[config.mk]
export PLATFORM = sky130hd
export DESIGN_NAME = cfg_image_selector
export DESIGN_NICKNAME = d
export VERILOG_FILES = /design/src/rtl/cfg_sel_pkg.sv /design/src/rtl/cfg_sel_cycle_cnt.sv /design/src/rtl/cfg_sel_fsm.sv /design/src/rtl/cfg_image_selector.sv
export SDC_FILE = /design/constraint.sdc
export NUM_CORES = 1
export LEC_CHECK = 0
export BUFFER_PORTS_ARGS = -buffer_cell sky130_fd_sc_hd__buf_2
export CORE_UTILIZATION = 40
export DETAILED_ROUTE_END_ITERATION = 8
export GPL_ROUTABILITY_DRIVEN = 0
export HOLD_SLACK_MARGIN = 0.1
export PLACE_DENSITY = 0.62
export SLEW_MARGIN = 20
export SYNTH_ARGS = -nofsm -noshare
export SYNTH_HDL_FRONTEND = slang
export SYNTH_SLANG_ARGS = --single-unit
[constraint.sdc]
create_clock -name clk -period 2.9 [get_ports clk]
set_input_delay 0.435 -clock clk [delete_from_list [all_inputs] [get_ports clk]]
set_output_delay 0.435 -clock clk [all_outputs]
set_load 0.01 [all_outputs]
[src/rtl/cfg_sel_pkg.sv]
package cfg_sel_pkg;

  typedef enum logic [2:0] {
    ST_IDLE,
    ST_PROG,
    ST_WAIT_INIT,
    ST_RUN,
    ST_CONF,
    ST_FAULT
  } sel_state_t;

  typedef enum logic {
    IMG_FACTORY = 1'b0,
    IMG_UPGRADE = 1'b1
  } img_t;

  // True on the final counted cycle of a window of 'limit' cycles.
  function automatic logic window_end(input logic [31:0] count,
                                      input logic [31:0] limit);
    return count == (limit - 32'd1);
  endfunction

  function automatic int cnt_width(input int a, input int b);
    return $clog2((a > b ? a : b) + 1) + 1;
  endfunction

endpackage

[src/rtl/cfg_sel_cycle_cnt.sv]
module cfg_sel_cycle_cnt #(
  parameter int W = 22
) (
  input  logic         clk,
  input  logic         rst_n,
  input  logic         clr,
  input  logic         inc,
  output logic [W-1:0] cnt
);

  always_ff @(posedge clk) begin
    if (!rst_n)     cnt <= '0;
    else if (clr)   cnt <= '0;
    else if (inc)   cnt <= cnt + 1'b1;
  end

  // the window counter is sized so it never wraps
  p_cnt_no_wrap_r5: assert property (@(posedge clk) disable iff (!rst_n)
    !(inc && !clr && (&cnt)));

endmodule

[src/rtl/cfg_sel_fsm.sv]
module cfg_sel_fsm
  import cfg_sel_pkg::*;
#(
  parameter int PROG_CYCLES    = 16,
  parameter int TIMEOUT_CYCLES = 1 << 20,
  parameter int W              = 22
) (
  input  logic         clk,
  input  logic         rst_n,
  input  logic         boot_pref,
  input  logic         cfg_init,
  input  logic         cfg_done,
  input  logic [W-1:0] cnt,
  output logic         cnt_clr,
  output logic         cnt_inc,
  output logic         expire_evt,
  output sel_state_t   state,
  output img_t         img,
  output logic         fell_back
);

  sel_state_t nxt_state;
  img_t       nxt_img;
  logic       nxt_fb;
  logic       pulse_end;
  logic       run_end;

  assign pulse_end = window_end(32'(cnt), 32'(PROG_CYCLES));
  assign run_end   = window_end(32'(cnt), 32'(TIMEOUT_CYCLES));

  always_comb begin
    nxt_state  = state;
    nxt_img    = img;
    nxt_fb     = fell_back;
    cnt_clr    = 1'b0;
    cnt_inc    = 1'b0;
    expire_evt = 1'b0;
    unique case (state)
      ST_IDLE: begin
        nxt_img   = boot_pref ? IMG_UPGRADE : IMG_FACTORY;
        nxt_state = ST_PROG;
        cnt_clr   = 1'b1;
      end
      ST_PROG: begin
        if (pulse_end) begin
          nxt_state = ST_WAIT_INIT;
          cnt_clr   = 1'b1;
        end else begin
          cnt_inc = 1'b1;
        end
      end
      ST_WAIT_INIT: begin
        cnt_clr = 1'b1;
        if (cfg_init) nxt_state = ST_RUN;
      end
      ST_RUN: begin
        if (cfg_done) begin
          nxt_state = ST_CONF;
        end else if (run_end) begin
          expire_evt = 1'b1;
          cnt_clr    = 1'b1;
          if (img == IMG_UPGRADE) begin
            nxt_img   = IMG_FACTORY;
            nxt_fb    = 1'b1;
            nxt_state = ST_PROG;
          end else begin
            nxt_state = ST_FAULT;
          end
        end else begin
          cnt_inc = 1'b1;
        end
      end
      ST_CONF, ST_FAULT: nxt_state = state;
      default: nxt_state = ST_IDLE;
    endcase
  end

  always_ff @(posedge clk) begin
    if (!rst_n) begin
      state     <= ST_IDLE;
      img       <= IMG_UPGRADE;
      fell_back <= 1'b0;
    end else begin
      state     <= nxt_state;
      img       <= nxt_img;
      fell_back <= nxt_fb;
    end
  end

  // image choice only changes when leaving idle or on a fallback
  p_pref_once_r2: assert property (@(posedge clk) disable iff (!rst_n)
    (state != ST_IDLE && !expire_evt) |=> $stable(img));

  // no progress while init is low
  p_init_gate_r4: assert property (@(posedge clk) disable iff (!rst_n)
    (state == ST_WAIT_INIT && !cfg_init) |=> state == ST_WAIT_INIT);

  // an expired upgrade attempt restarts from the factory image
  p_fallback_r6: assert property (@(posedge clk) disable iff (!rst_n)
    (expire_evt && img == IMG_UPGRADE) |=>
      (state == ST_PROG && img == IMG_FACTORY && fell_back));

  // fault is terminal
  p_fault_final_r7: assert property (@(posedge clk) disable iff (!rst_n)
    state == ST_FAULT |=> state == ST_FAULT);

endmodule

[src/rtl/cfg_image_selector.sv]
module cfg_image_selector
  import cfg_sel_pkg::*;
#(
  parameter int PROG_CYCLES    = 16,
  parameter int TIMEOUT_CYCLES = 1 << 20
) (
  input  logic clk,
  input  logic rst_n,
  input  logic boot_pref,
  input  logic cfg_init,
  input  logic cfg_done,
  input  logic wr_req,
  output logic prog_n,
  output logic en_upgrade,
  output logic en_default,
  output logic upg_wr_en,
  output logic def_wr_en,
  output logic loaded_upgrade,
  output logic loaded_default,
  output logic fell_back,
  output logic cfg_ok,
  output logic fault
);

  localparam int W = cnt_width(PROG_CYCLES, TIMEOUT_CYCLES);

  logic         cnt_clr;
  logic         cnt_inc;
  logic         expire_evt;
  logic [W-1:0] cnt;
  sel_state_t   state;
  img_t         img;

  cfg_sel_cycle_cnt #(.W(W)) u_cnt (
    .clk   (clk),
    .rst_n (rst_n),
    .clr   (cnt_clr),
    .inc   (cnt_inc),
    .cnt   (cnt)
  );

  cfg_sel_fsm #(
    .PROG_CYCLES    (PROG_CYCLES),
    .TIMEOUT_CYCLES (TIMEOUT_CYCLES),
    .W              (W)
  ) u_fsm (
    .clk        (clk),
    .rst_n      (rst_n),
    .boot_pref  (boot_pref),
    .cfg_init   (cfg_init),
    .cfg_done   (cfg_done),
    .cnt        (cnt),
    .cnt_clr    (cnt_clr),
    .cnt_inc    (cnt_inc),
    .expire_evt (expire_evt),
    .state      (state),
    .img        (img),
    .fell_back  (fell_back)
  );

  assign prog_n         = (state != ST_PROG);
  assign en_upgrade     = prog_n && (img == IMG_UPGRADE);
  assign en_default     = prog_n && (img == IMG_FACTORY);
  assign cfg_ok         = (state == ST_CONF);
  assign fault          = (state == ST_FAULT);
  assign loaded_upgrade = cfg_ok && (img == IMG_UPGRADE);
  assign loaded_default = cfg_ok && (img == IMG_FACTORY);
  assign upg_wr_en      = wr_req && (cfg_ok || fault);
  assign def_wr_en      = 1'b0;

  // stores are dark during the program pulse
  p_pulse_dark_r3: assert property (@(posedge clk) disable iff (!rst_n)
    !prog_n |-> (!en_upgrade && !en_default));

  // one store enabled outside the pulse
  p_one_enable_r8: assert property (@(posedge clk) disable iff (!rst_n)
    prog_n |-> ($countones({en_upgrade, en_default}) == 1));

  // status frozen once configured
  p_status_hold_r9: assert property (@(posedge clk) disable iff (!rst_n)
    cfg_ok |=> (cfg_ok && $stable({loaded_upgrade, loaded_default, fell_back})));

  // upgrade writes only outside an attempt
  p_write_gate_r10: assert property (@(posedge clk) disable iff (!rst_n)
    upg_wr_en |-> (prog_n && (cfg_ok || fault)));

endmodule

==> metrics.yaml <==
layout:
  stdcell_area_mm2: 0.00206
  nets: 249
  syn_to_final_growth_pct: 6.27
  drive_above_1_share: 0.137
  final_cell_mix: "dfxtp_1, nand4_1, a21oi_1"
  antenna_cells: 0
  layout_commonest_cell: "dfxtp_1"
  fin_util: 0.456
floorplanning:
  core_mm2: 0.00450
  rows: 24
  initial_utilization: 0.429
  io_pins: 16
  die_height_um: 71.5
  die-area_mm2: 0.00512
  die_x_um: 71.5
setup_path:
  cp.required_ns: 3.05
  critPathCaptureType: "register"
  arrival_ns: 2.60
  critPathKind: "register to register"
  crit_path_max_incr_delay_ns: 0.51
  start_kind: "register"
  cp_max_fo: 13
  worstPathCellList: "ha_1 -> nand4_1 -> nor4_1 -> a21o_1 -> buf_4 -> a2111o_1 -> a21oi_1"
  cpMaxStageDelayCell: "nor4_1"
power_and_ir_drop:
  clock_power_share: 0.286
  peakVddDrop_uv: 298
  p_seq_frac: 0.491
  p_switching_mw: 0.258
  pwr-share-comb: 0.223
  swShare: 0.322
  p_int_mw: 0.544
  power.density_mw_per_mm2: 390
  p_leak_nw: 0.636
yosys:
  synth-edff-count: 0
  synthTopCellsByArea: "dfxtp_1, mux2i_1, nand4_1"
  async_reset_ff_frac: 0
  syn_inst: 238
  ys_seq_area_frac: 0.279
  synthFlopType: "dfxtp_1"
  yosysTopAreaCellShare: 0.279
  ys_types: 49
  synth_area_per_cell_um2: 8.13
  synth_nets: 245
  netlist_area_mm2: 0.00193
  synth_top_area_cell: "dfxtp_1"
  ys_ff_latch: 27
  ys_warn_count: 0
place:
  dpl_cell_area_mm2: 0.00201
  dp_slack_ns: 0.565
  port_buffers: 14
  hpwl_um: 3580
clock_network:
  clk_pin_slew_worst_paths_ns: 0.10
  clk_latency_ns: 0.28
  cts_num_sinks: 27
  post_cts_buffers: 0
  hold_buffers: 0
  numCtsBuffers: 3
  cts_resized: 0
  clockRootBuffer: "clkbuf_8"
  cts_htree_levels: 1
  cts_tree: "done"
  clockBufferDepth: 2
job:
  maxCapViolations: 0
sta:
  setup_slack_ns: 0.459
  slew_violations: 0
  tightest_slew_ns: 0.588
  final_hold_viol_count: 0
  clock_skew_ns: 0.00330
  rsz0062_at_grt: "no"
  hold_slack_ns: 0.392
  min_period_ns: 2.44
  post-route-period-util: 0.842
  fin_setup_tns_ns: 0
  slew_headroom: 0.605
  finalSetupViolCount: 0
  fmax_ghz: 0.410
routing:
  drtIter0Drc: 158
  avgRoutedWirePerCell_um: 17.5
  vias: 1910
  drc: 0
  ant_nets: 0
  routed_wl_um: 5110
  drtPass1Iterations: 4
  via_per_inst: 6.52
global_routing:
  antenna_found_initial: 0
  grt_pass1_vias: 1743
  grt_usage: 0.214
  grt_pass1_wl_um: 8760
  grt_overflow: 0
  grt_max_degree: 28
worst_hold_path:
  hold_path_class: "input port to register"
run_status:
  status: "finished clean"
-- path summary, 6_finish.rpt --
kind / start / end / slack (ns) / depth (start not counted)
worst max-delay path: u_cnt.cnt[0] / u_cnt.cnt[8] / 0.46 / 7
worst min-delay path: boot_pref / u_fsm.img / 0.39 / 3
worst max register to register: u_cnt.cnt[0] / u_cnt.cnt[8] / 0.46 / 7
worst min register to register: u_fsm.fell_back / u_fsm.fell_back / 0.49 / 1
-- worst max-delay path, delay by kind of cell (launching register included) --
kind / cells / cell delay, ns
flip-flops: 1 / 0.38
adder cells (fa/ha/maj): 1 / 0.24
buffers and inverters: 1 / 0.25
AO/OA/AOI/OAI: 3 / 0.70
AND/OR/NAND/NOR: 2 / 0.74
-- registers in the layout, summed over array words and instances (netlist names) --
name	cells
u_fsm.img	1
u_cnt.cnt	22
u_fsm.fell_back	1
u_fsm.state	3
-- kinds of logic (layout without fill, tap and decap cells) --
logic type      Yosys count  in the layout  synth area share
flops                    27             27             0.279
other cells               1              1           0.00194
mux                      11             11            0.0569
fa+ha+maj                 1              1           0.00647
compound gates           62             62             0.244
buf+inv                  28             31            0.0673
simple gates            108            108             0.344
-- synth_stat cells (all sizes together) (4+ instances only) --
cell / number
dfxtp: 27
nand4: 18
a21oi: 17
clkbuf: 14
nand2: 14
nand3: 13
nor2: 13
mux2i: 11
nand4b: 9
nor3: 8
o211ai: 8
buf: 7
inv: 7
o311ai: 7
and3: 6
or4: 6
a2111o: 5
a211oi: 5
a2111oi: 4
and4: 4
-- power by group through the flow --
| stage | Clock (mW) | Sequential, mW | Combinational, mW |
|---|---|---|---|
| floorplan | 0 | 0.392 | 0.139 |
| global placement | 0 | 0.402 | 0.176 |
| detailed placement | 0 | 0.402 | 0.177 |
| CTS | 0.234 | 0.394 | 0.179 |
| global route | 0.245 | 0.396 | 0.197 |
| finish | 0.229 | 0.394 | 0.179 |
-- layout make-up --
class                   instances  area (um2)
flip-flops and latches         27         541
multi-input cells             183        1260
repair buffers                 20         115
fillers                       458        2450
well taps                      52        65.1
clock buffers                   4        45.0
inverters                       7        26.3
-- per-stage QoR --
stage | total power [mW] | instances
floorplan | 0.530 | 238
global placement | 0.578 | 289
detailed placement | 0.580 | 289
CTS | 0.806 | 293
global route | 0.839 | 293
finish | 0.802 | 293
-- per-layer routing --
layer / global-route usage / wire length [um] / up-vias
met2: 0.328 / 2270 / 60
met4: 0.0479 / 63 / 0
met3: 0.0323 / 318 / 4
li1: - / - / 943
met1: 0.318 / 2460 / 903
met5: 0 / 0 / -
(Power assumes the default switching activity.)
